## src/rtl/rdport_pkg.sv

```systemverilog
package rdport_pkg;

  // Strobes from the control FSM to the datapath
  typedef struct packed {
    logic launch;    // latch the storage word for the current read
    logic srcFifo;   // launch source is the queue head
    logic srcReg;    // launch source is the register file
    logic regWr;     // write pwdata into the register file
    logic push;      // append pwdata to the queue
    logic pop;       // retire the queue head
    logic showStat;  // drive the entry count onto prdata
    logic showData;  // drive the latched word onto prdata
  } dpStrobe_t;

endpackage

```

## src/rtl/rdport_ctrl.sv

```systemverilog
module rdport_ctrl
  import rdport_pkg::*;
#(
  parameter int ADDR_W    = 8,
  parameter int REG_COUNT = 4,
  parameter int IDX_W     = 2,
  parameter logic [ADDR_W-1:0] FIFO_ADDR = 8'h40,
  parameter logic [ADDR_W-1:0] STAT_ADDR = 8'h44
) (
  input  logic              clk,
  input  logic              rstN,
  input  logic              psel,
  input  logic              penable,
  input  logic              pwrite,
  input  logic [ADDR_W-1:0] paddr,
  input  logic              fifoEmpty,
  input  logic              fifoFull,
  output dpStrobe_t         strobe,
  output logic [IDX_W-1:0]  regIdx,
  output logic              pready,
  output logic              pslverr
);

  localparam int REG_SPAN = REG_COUNT * 4;
  localparam logic [ADDR_W-1:0] REG_LIMIT = ADDR_W'(REG_SPAN);

  logic launchedQ;
  logic isReg, isFifo, isStat;
  logic accessPh, storeRead, readDone, readErr, writeErr;

  assign isReg  = (paddr < REG_LIMIT);
  assign isFifo = (paddr == FIFO_ADDR);
  assign isStat = (paddr == STAT_ADDR);
  assign regIdx = paddr[IDX_W+1:2];

  assign accessPh  = psel && penable;
  assign storeRead = accessPh && !pwrite && !isStat;
  assign readDone  = storeRead && launchedQ;
  assign readErr   = readDone && isFifo && fifoEmpty;
  assign writeErr  = accessPh && pwrite && isFifo && fifoFull;

  always_comb begin
    strobe          = '0;
    strobe.launch   = storeRead && !launchedQ;
    strobe.srcFifo  = isFifo;
    strobe.srcReg   = isReg;
    strobe.regWr    = accessPh && pwrite && isReg;
    strobe.push     = accessPh && pwrite && isFifo && !fifoFull;
    strobe.pop      = readDone && isFifo && !fifoEmpty;
    strobe.showStat = accessPh && !pwrite && isStat;
    strobe.showData = readDone && !readErr;
  end

  assign pready  = accessPh && (pwrite || isStat || launchedQ);
  assign pslverr = readErr || writeErr;

  // Launch flag: set by the launch cycle, cleared at completion or when PSEL drops
  always_ff @(posedge clk or negedge rstN) begin
    if (!rstN)               launchedQ <= 1'b0;
    else if (!psel)          launchedQ <= 1'b0;
    else if (readDone)       launchedQ <= 1'b0;
    else if (strobe.launch)  launchedQ <= 1'b1;
  end

  AST_FIRST_ACCESS_WAITS: assert property (@(posedge clk) disable iff (!rstN)
    ($rose(penable) && psel && !pwrite && !isStat) |-> !pready);

  AST_WAIT_THEN_DONE: assert property (@(posedge clk) disable iff (!rstN)
    (psel && penable && !pready) |=> (!psel || pready));

  AST_WRITE_NO_WAIT: assert property (@(posedge clk) disable iff (!rstN)
    (psel && penable && pwrite) |-> pready);

  AST_ERR_AT_DONE: assert property (@(posedge clk) disable iff (!rstN)
    pslverr |-> (pready && psel && penable));

endmodule

```

## src/rtl/rdport_datapath.sv

```systemverilog
module rdport_datapath
  import rdport_pkg::*;
#(
  parameter int DATA_W     = 32,
  parameter int REG_COUNT  = 4,
  parameter int IDX_W      = 2,
  parameter int QUEUE_DEPTH = 8,
  parameter int PTR_W      = 3,
  parameter int CNT_W      = 4
) (
  input  logic              clk,
  input  logic              rstN,
  input  dpStrobe_t         strobe,
  input  logic [IDX_W-1:0]  regIdx,
  input  logic [DATA_W-1:0] pwdata,
  output logic              fifoEmpty,
  output logic              fifoFull,
  output logic [DATA_W-1:0] prdata
);

  logic [DATA_W-1:0] regFile [REG_COUNT];
  logic [DATA_W-1:0] fifoMem [QUEUE_DEPTH];
  logic [PTR_W-1:0]  wrPtr, rdPtr;
  logic [CNT_W-1:0]  fillCnt;
  logic [DATA_W-1:0] rdDataQ;

  assign fifoEmpty = (fillCnt == '0);
  assign fifoFull  = (fillCnt == CNT_W'(QUEUE_DEPTH));

  // Register file, one write port per entry
  for (genvar g = 0; g < REG_COUNT; g++) begin : gRegs
    always_ff @(posedge clk or negedge rstN) begin
      if (!rstN)
        regFile[g] <= '0;
      else if (strobe.regWr && (regIdx == IDX_W'(g)))
        regFile[g] <= pwdata;
    end
  end

  // Queue storage (no reset on the array)
  always_ff @(posedge clk) begin
    if (strobe.push) fifoMem[wrPtr] <= pwdata;
  end

  always_ff @(posedge clk or negedge rstN) begin
    if (!rstN) begin
      wrPtr   <= '0;
      rdPtr   <= '0;
      fillCnt <= '0;
    end else begin
      if (strobe.push) wrPtr <= wrPtr + 1'b1;
      if (strobe.pop)  rdPtr <= rdPtr + 1'b1;
      case ({strobe.push, strobe.pop})
        2'b10:   fillCnt <= fillCnt + 1'b1;
        2'b01:   fillCnt <= fillCnt - 1'b1;
        default: fillCnt <= fillCnt;
      endcase
    end
  end

  // Synchronous read port: word registered on the launch cycle
  always_ff @(posedge clk or negedge rstN) begin
    if (!rstN)
      rdDataQ <= '0;
    else if (strobe.launch) begin
      if (strobe.srcFifo)     rdDataQ <= fifoMem[rdPtr];
      else if (strobe.srcReg) rdDataQ <= regFile[regIdx];
      else                    rdDataQ <= '0;
    end
  end

  always_comb begin
    if (strobe.showStat)      prdata = {{(DATA_W-CNT_W){1'b0}}, fillCnt};
    else if (strobe.showData) prdata = rdDataQ;
    else                      prdata = '0;
  end

  AST_NO_OVERFLOW: assert property (@(posedge clk) disable iff (!rstN)
    fillCnt <= CNT_W'(QUEUE_DEPTH));

  AST_POP_NEEDS_DATA: assert property (@(posedge clk) disable iff (!rstN)
    strobe.pop |-> (fillCnt != '0));

  AST_POP_ONE: assert property (@(posedge clk) disable iff (!rstN)
    (strobe.pop && !strobe.push) |=> (fillCnt == $past(fillCnt) - 1'b1));

  AST_FULL_NO_PUSH: assert property (@(posedge clk) disable iff (!rstN)
    fifoFull |-> !strobe.push);

endmodule

```

## src/rtl/rdport_apb_sub.sv

```systemverilog
module rdport_apb_sub
  import rdport_pkg::*;
#(
  parameter int ADDR_W      = 8,
  parameter int DATA_W      = 32,
  parameter int REG_COUNT   = 4,
  parameter int QUEUE_DEPTH = 8,
  parameter logic [ADDR_W-1:0] FIFO_ADDR = 8'h40,
  parameter logic [ADDR_W-1:0] STAT_ADDR = 8'h44
) (
  input  logic              pclk,
  input  logic              presetn,
  input  logic              psel,
  input  logic              penable,
  input  logic              pwrite,
  input  logic [ADDR_W-1:0] paddr,
  input  logic [DATA_W-1:0] pwdata,
  output logic [DATA_W-1:0] prdata,
  output logic              pready,
  output logic              pslverr
);

  localparam int IDX_W = (REG_COUNT > 1) ? $clog2(REG_COUNT) : 1;
  localparam int PTR_W = (QUEUE_DEPTH > 1) ? $clog2(QUEUE_DEPTH) : 1;
  localparam int CNT_W = $clog2(QUEUE_DEPTH + 1);

  dpStrobe_t        strobe;
  logic [IDX_W-1:0] regIdx;
  logic             fifoEmpty, fifoFull;

  rdport_ctrl #(
    .ADDR_W(ADDR_W), .REG_COUNT(REG_COUNT), .IDX_W(IDX_W),
    .FIFO_ADDR(FIFO_ADDR), .STAT_ADDR(STAT_ADDR)
  ) ctrl_i (
    .clk(pclk), .rstN(presetn), .psel(psel), .penable(penable),
    .pwrite(pwrite), .paddr(paddr), .fifoEmpty(fifoEmpty),
    .fifoFull(fifoFull), .strobe(strobe), .regIdx(regIdx),
    .pready(pready), .pslverr(pslverr)
  );

  rdport_datapath #(
    .DATA_W(DATA_W), .REG_COUNT(REG_COUNT), .IDX_W(IDX_W),
    .QUEUE_DEPTH(QUEUE_DEPTH), .PTR_W(PTR_W), .CNT_W(CNT_W)
  ) dp_i (
    .clk(pclk), .rstN(presetn), .strobe(strobe), .regIdx(regIdx),
    .pwdata(pwdata), .fifoEmpty(fifoEmpty), .fifoFull(fifoFull),
    .prdata(prdata)
  );

endmodule

```

## config.mk

```make
export PLATFORM = sky130hd
export DESIGN_NAME = rdport_apb_sub
export DESIGN_NICKNAME = d
export VERILOG_FILES = /design/src/rtl/rdport_pkg.sv /design/src/rtl/rdport_ctrl.sv /design/src/rtl/rdport_datapath.sv /design/src/rtl/rdport_apb_sub.sv
export SDC_FILE = /design/constraint.sdc
export NUM_CORES = 1
export LEC_CHECK = 0
export BUFFER_PORTS_ARGS = -buffer_cell sky130_fd_sc_hd__buf_4
export CAP_MARGIN = 20
export CORE_UTILIZATION = 35
export DETAILED_ROUTE_END_ITERATION = 10
export SETUP_SLACK_MARGIN = 0.02
export SLEW_MARGIN = 20
export SYNTH_ARGS = -nofsm -noshare
export SYNTH_HDL_FRONTEND = slang
export SYNTH_HIERARCHICAL = 1
export SYNTH_SLANG_ARGS = --single-unit
```

## constraint.sdc

```tcl
create_clock -name pclk -period 5.6 [get_ports pclk]
set_input_delay 0.84 -clock pclk [delete_from_list [all_inputs] [get_ports pclk]]
set_output_delay 0.84 -clock pclk [all_outputs]
set_load 0.05 [all_outputs]
```

==> run metrics, run 1 <==
Total GRT Usage=around 16%; Setup Crit Path Kind=in -> out; Tmin final=4.06 ns; startpoint types=primary input; Required @ worst endpoint=4.76 ns; share of flip-flops with an asynchronous set or reset=40.0%; DR vias/cell=5.06; Switch Pwr=~1300 uW; Bufs on Longest Clock Path=3; I/O pin count=79; RSZ-0062 raised after global routing=no; maxcap violations=0; Post-synth EDFFs=~260; area grow syn2layout=15.5%; DP HPWL=23800 microns; VDD IR max=0.234 mV; Post-DP Area=19100 sq um; first-pass GRT wire length=between 60000 and 70000 microns; Crit path arrival time=3.22 ns; Final TNS setup=0 ns; die height=227 microns; Routed Antenna Nets=0; hold buffers post-CTS=0; Clock power frac=about 44%; drc violations=0; synthesized area=17800 sq um; CTS Buf Count=44; share of post-route cells with drive strength above 1=28.7%; final WL=40500 microns; average wire per standard cell=21.7 microns; LEAKAGE=0.00786 uW; I/O Buffers=78; total gr overflow=0; Die Wd=roughly 230 microns; Flop pwr share=53.0%; Synth top area share=43.2%; H-tree level count=2; vias in the first global route=9573; Syn Inst Count=1090; Post-synth top flop=edfxtp_1; antenna violations before repair=2; final worst path period share=72.6%; Post CTS Setup Buffer Count=0; number of synthesized register bits=427; top cells by instance count after synthesis=edfxtp_1, dfrtp_1, mux2i_1; Clock Skews=0.0111 ns; Initial Util=35.5%; Core ar.=50200 sq um; final hold vios=0; Die ar.=51700 sq um; PwrDens=about 310 nW/um^2; slew margin rel.=17.4%; Combinational Power Share=3.2%; DP Worst Slack=1.43 ns; type of the worst min-delay path=in -> async; sw frac=between 20% and 30%; Worst setup EP type=primary output; root buffer selected by CTS=clkbuf_16; Worst-Margin Slew=1.23 ns; largest cells by area after synthesis=edfxtp_1, dfrtp_1, mux2_2; utilization after layout=roughly two fifths; Clock Sinks=427; routability cong.=0.748; fin worst setup slack=about 1.5 ns; register area share after synthesis=67.3%; vias=between 9k and 10k; placement row count=82; largest net degree at the start of global routing=93; Max FO, Critical Path=38; Worst-Skew Late Latency=0.55 ns; Yosys cell types=44; Avg Cell Area, Syn=16.3 sq um; outcome=finished clean; Internal=approximately 5100 uW; Synth warnings=6; # diodes=0; WHS=0.370 ns; top-count cell post-synth=edfxtp_1; final setup fails=0; drt initial violations=704; DRT Pass-1 Iters=5; CTS tree=done; post-synth net total=1140; Layout Nets=1217; post-CTS sizing=0; area leader, netlist=edfxtp_1; Final Instance Area=20500 sq um; clock slew at reported path FFs=0.06 ns; max-slew violation count=0; Peak Freq=246 MHz
==> power groups by stage <==
stage	logic, uW	registers, uW	clock network [uW]
after floorplan	97.6	3470	0
after global placement	205	3470	0
after detailed placement	211	3480	0
after CTS	212	3410	2890
after global routing	229	3420	3010
final	207	3410	2830
==> stage by stage <==
| step | cells | total power (uW) |
|---|---|---|
| after floorplan | 1090 | 3570 |
| after detailed placement | 1790 | 3690 |
| final | 1870 | 6450 |
| after CTS | 1867 | 6510 |
| after global routing | 1870 | 6660 |
| after global placement | 1789 | 3680 |
==> layer usage <==
metal | vias to the layer above | wire length, microns | track usage (%) | share of wire (%)
li1 | 4308 | - | - | -
met1 | 4903 | 19300 | 23.4 | 48
met2 | 213 | 18400 | 24.6 | 45
met3 | 43 | 2150 | 2.93 | 5.3
met4 | 2 | 626 | 4.16 | 1.5
met5 | - | 17 | 0 | 0.042
==> logic make-up after synthesis <==
| family | count (synthesis) | synth area share (%) |
|---|---|---|
| flip-flops | 427 | 67.3 |
| buffers and inverters | 71 | 2.50 |
| AND/OR/NAND/NOR | 146 | 4.76 |
| multiplexers | 293 | 19.7 |
| adder cells (fa/ha/maj) | 5 | 0.352 |
| AO/OA/AOI/OAI | 139 | 4.99 |
| XOR/XNOR | 9 | 0.443 |
==> worst max-delay path, cell delays in order <==
cell and delay [ns]:
buf_4 0.56, nor3_1 0.18, and2_1 0.22, and3_1 0.31, nor2b_4 0.29, buf_4 0.39
and2_1 0.20, buf_4 0.20
==> worst paths after layout <==
path                                  startpoint                  end  slack (ns)  cells after the start
worst min-delay path                     presetn     dp_i/regFile[88]        0.37                      1
max in group asynchronous                presetn     dp_i/regFile[33]        4.25                      2
worst max register to register   dp_i/fillCnt[1]  dp_i/fifoMem[1][29]        2.41                      6
worst max-delay path                    paddr[3]           prdata[25]        1.54                      8
worst min register to register  dp_i/regFile[70]     dp_i/regFile[70]        0.49                      1
min in group pclk               dp_i/regFile[70]     dp_i/regFile[70]        0.49                      1
==> sequential cells by signal, summed over array words and instances, names as in the netlist <==
signal	cells
ctrl_i/launchedQ	1
dp_i/fifoMem	256
dp_i/fillCnt	4
dp_i/rdDataQ	32
dp_i/rdPtr	3
dp_i/regFile	128
dp_i/wrPtr	3
==> cell type report <==
type / instances / area [sq um]
fill: 4550 / 29600
sequential: 427 / 12000
multi-input combinational: 592 / 5480
clock buffer: 58 / 1220
timing repair buffer: 101 / 860
tap: 672 / 841
clock inverter: 19 / 160
inverter: 1 / 3.75
==> cells in the final DEF, fill, tap and decap left out, types with 2 or more instances in the layout <==
cell type / instances
nor2_1: 3
nor4b_1: 3
xor2_1: 6
buf_12: 3
and3b_1: 2
a22oi_1: 64
mux2i_1: 130
nor3_2: 2
bufinv_16: 3
nor3_1: 2
o21ai_0: 2
buf_4: 94
dfrtp_1: 170
mux2_1: 2
and2_1: 30
nand3b_1: 2
xnor2_1: 3
nor4_1: 2
clkinv_2: 8
nor2b_4: 4
nand2_1: 42
clkbuf_8: 5
mux2_2: 129
clkbuf_1: 8
edfxtp_1: 256
nand2b_1: 4
nor2_4: 7
nor2b_1: 33
a21oi_1: 35
clkinv_1: 8
mux4_2: 31
a22o_1: 4
ha_1: 5
clkbuf_16: 45
buf_16: 3
o21ai_1: 30
Note: power is estimated with default switching activity, not from simulation.
==> inputs of run 2 (changes only) <==
==> constraint.sdc (replaced) <==
create_clock -name pclk -period 4.15 [get_ports pclk]
set_input_delay 0.6225 -clock pclk [delete_from_list [all_inputs] [get_ports pclk]]
set_output_delay 0.6225 -clock pclk [all_outputs]
set_load 0.05 [all_outputs]
==> run metrics, run 2 (same netlist as run 1, synthesis figures left out) <==
highest routed metal layer=met4; Met2 Wirelength=19300 microns (+4.7%); Peak Freq=283 MHz; final worst path period share=85.0%; I/O pin count=79 (unchanged); R2R cell count=6 (unchanged); Post CTS Setup Buffer Count=0 (unchanged); hold buffers post-CTS=0 (unchanged); Worst-Margin Slew=1.09 ns (-0.140 ns); first-pass GRT wire length=62700 microns (+2.6%); vias in the first global route=10.0k (+4.7%); final setup fails=0 (unchanged); slew margin rel.=26.8% (+9.4 points); max-slew violation count=0 (unchanged); Pwr Total=8780 uW (+36%); I/O Buffers=78 (unchanged); die height=227 microns (unchanged); Largest delay share family, worst path=simple AND/OR/NAND/NOR gates; Worst setup EP type=primary output; Crit path buffers/inverters=1 (-2); antenna violations before repair=1 (-1); LEAKAGE=0.00791 uW (+0.57%); sw frac=20.7% (+0.48 points); root buffer selected by CTS=clkbuf_16; Final TNS setup=0 ns (unchanged); VDD IR max=0.248 mV (+6.0%); startpoint types=flip-flop; Clock power frac=44.3% (+0.5 points); type of the worst min-delay path=in -> async; Crit path arrival time=2.91 ns (-0.31 ns); routed length on met1=19000 microns (-1.5%); commonest non-fill, non-tap cell in the layout=edfxtp_1; Regs by FF count=dp_i/fifoMem (256), dp_i/regFile (128), dp_i/rdDataQ (32); Internal=6960 uW (+35%); total gr overflow=0 (unchanged); WL met3=2110 microns (-1.6%); Setup Crit Path Kind=reg -> out; outcome=finished clean; average wire per standard cell=21.7 microns (+0.44%); Final Instance Area=20700 sq um (+0.58%); PwrDens=425 nW/um^2 (+35%); Bufs on Longest Clock Path=3 (unchanged); DR vias/cell=5.05 (-0.28%); Die ar.=51700 sq um (unchanged); number of fill cells=4587 (+0.81%); Clock Skews=0.0188 ns (+0.00771 ns); Required @ worst endpoint=3.53 ns (-1.23 ns); R2R Path End=dp_i/fifoMem[5][30]; DP HPWL=24300 microns (+2.0%); RSZ-0062 raised after global routing=no; Cell Chain, Critical Path=nor4_1 > or2_1 > a21oi_1 > nor2b_4 > a22o_1 > buf_4; Initial Util=35.5% (unchanged); share of post-route cells with drive strength above 1=29.4% (+0.72 points); Flop pwr share=52.5% (-0.5 points); Tmin final=approximately 3.5 ns; final WL=41000 microns (+1.3%); Routed Antenna Nets=0 (unchanged); Combinational Power Share=3.2% (about the same); clock slew at reported path FFs=0.06 ns (about the same); Core ar.=50200 sq um (unchanged); utilization after layout=41.2% (+0.24 points); maxcap violations=0 (unchanged); fin worst setup slack=0.621 ns (-0.915 ns); Die Wd=227 microns (unchanged); CTS tree=done; H-tree level count=2 (unchanged); delay of the slowest critical-path stage=0.83 ns (+0.27 ns); internal reg-to-reg setup slack=1.24 ns (-1.17 ns); DP Worst Slack=0.375 ns (-1.05 ns); max reg flops=256 (unchanged); FF-to-FF Start=dp_i/fillCnt[1]; placement row count=82 (unchanged); post-CTS sizing=0 (unchanged); most frequent cells in the layout=edfxtp_1, dfrtp_1, mux2i_1; Slowest-stage cell, CP=nor2b_4; Post-DP Area=19200 sq um (+0.73%); Clock Sinks=427 (unchanged); DRT Pass-1 Iters=5 (unchanged); drc violations=0 (unchanged); vias=9523 (+0.57%); Layout Nets=1227 (+0.82%); CTS Buf Count=44 (unchanged); Total GRT Usage=16.4% (+0.34 points); final hold vios=0 (unchanged); Top reg by flops=dp_i/fifoMem; largest net degree at the start of global routing=75 (-19%); routability cong.=0.745 (-0.43%); Worst-Skew Late Latency=0.56 ns (about the same); drt initial violations=606 (-14%); area grow syn2layout=16.1%; Max FO, Critical Path=32 (-16%); Switch Pwr=1810 uW (+39%)
[run 2: cell count changes in the layout (fill, tap and decap cells not counted), sizes merged]
| cell | before | now |
|---|---|---|
| buf | 101 | 111 |
| inv | 1 | 4 |
| clkinvlp | 0 | 2 |
| bufinv | 3 | 4 |
| clkbuf | 58 | 57 |
| diode | 0 | 1 |
[run 2: layout make-up]
cell class	count	area, sq um	share of cell area [%]
inverter	1	3.75	0.0182
multi-input combinational	592	5490	26.6
tap	672	841	4.07
antenna	1	2.50	0.0121
timing repair buffer	111	932	4.51
clock inverter	25	236	1.14
sequential	427	12000	57.9
clock buffer	57	1180	5.72
[run 2: metrics by stage]
step / instances / hold WS (ns)
floorplan: 1090 / 0.327
global placement: 1802 / 0.469
detailed placement: 1802 / 0.485
CTS: 1884 / 0.0652
global route: 1885 / 0.0767
finish: 1886 / 0.0537
[run 2: worst max-delay path by stage]
| stage | startpoint | to | slack (ns) | cells past startpoint |
|---|---|---|---|---|
| 5_1_grt | dp_i/fillCnt[1] | prdata[3] | 0.42 | 6 |
| 3_3_place_gp | paddr[3] | dp_i/fifoMem[4][29] | 0.43 | 7 |
| 6_report | dp_i/fillCnt[1] | prdata[1] | 0.62 | 6 |
| 3_5_place_dp | paddr[3] | dp_i/fifoMem[5][27] | 0.38 | 7 |
| 2_1_floorplan | paddr[5] | dp_i/fifoMem[7][0] | 0.62 | 5 |
| 4_1_cts | dp_i/fillCnt[1] | prdata[1] | 0.54 | 6 |
[run 2: layer usage]
| layer | global-route usage, % | up-vias |
|---|---|---|
| met3 | 3.41 | 46 |
| met1 | 22.9 | 4956 |
| li1 | - | 4332 |
| met4 | 4.44 | 0 |
| met2 | 25.9 | 189 |
| met5 | 0 | - |
[run 2: power groups by stage]
stage                     Sequential [uW]  Combinational (uW)  Clock [uW]
after floorplan                      4680                 132           0
after global placement               4690                 278           0
after detailed placement             4690                 287           0
after CTS                            4610                 288        3980
after global routing                 4610                 310        4140
final                                4610                 281        3890
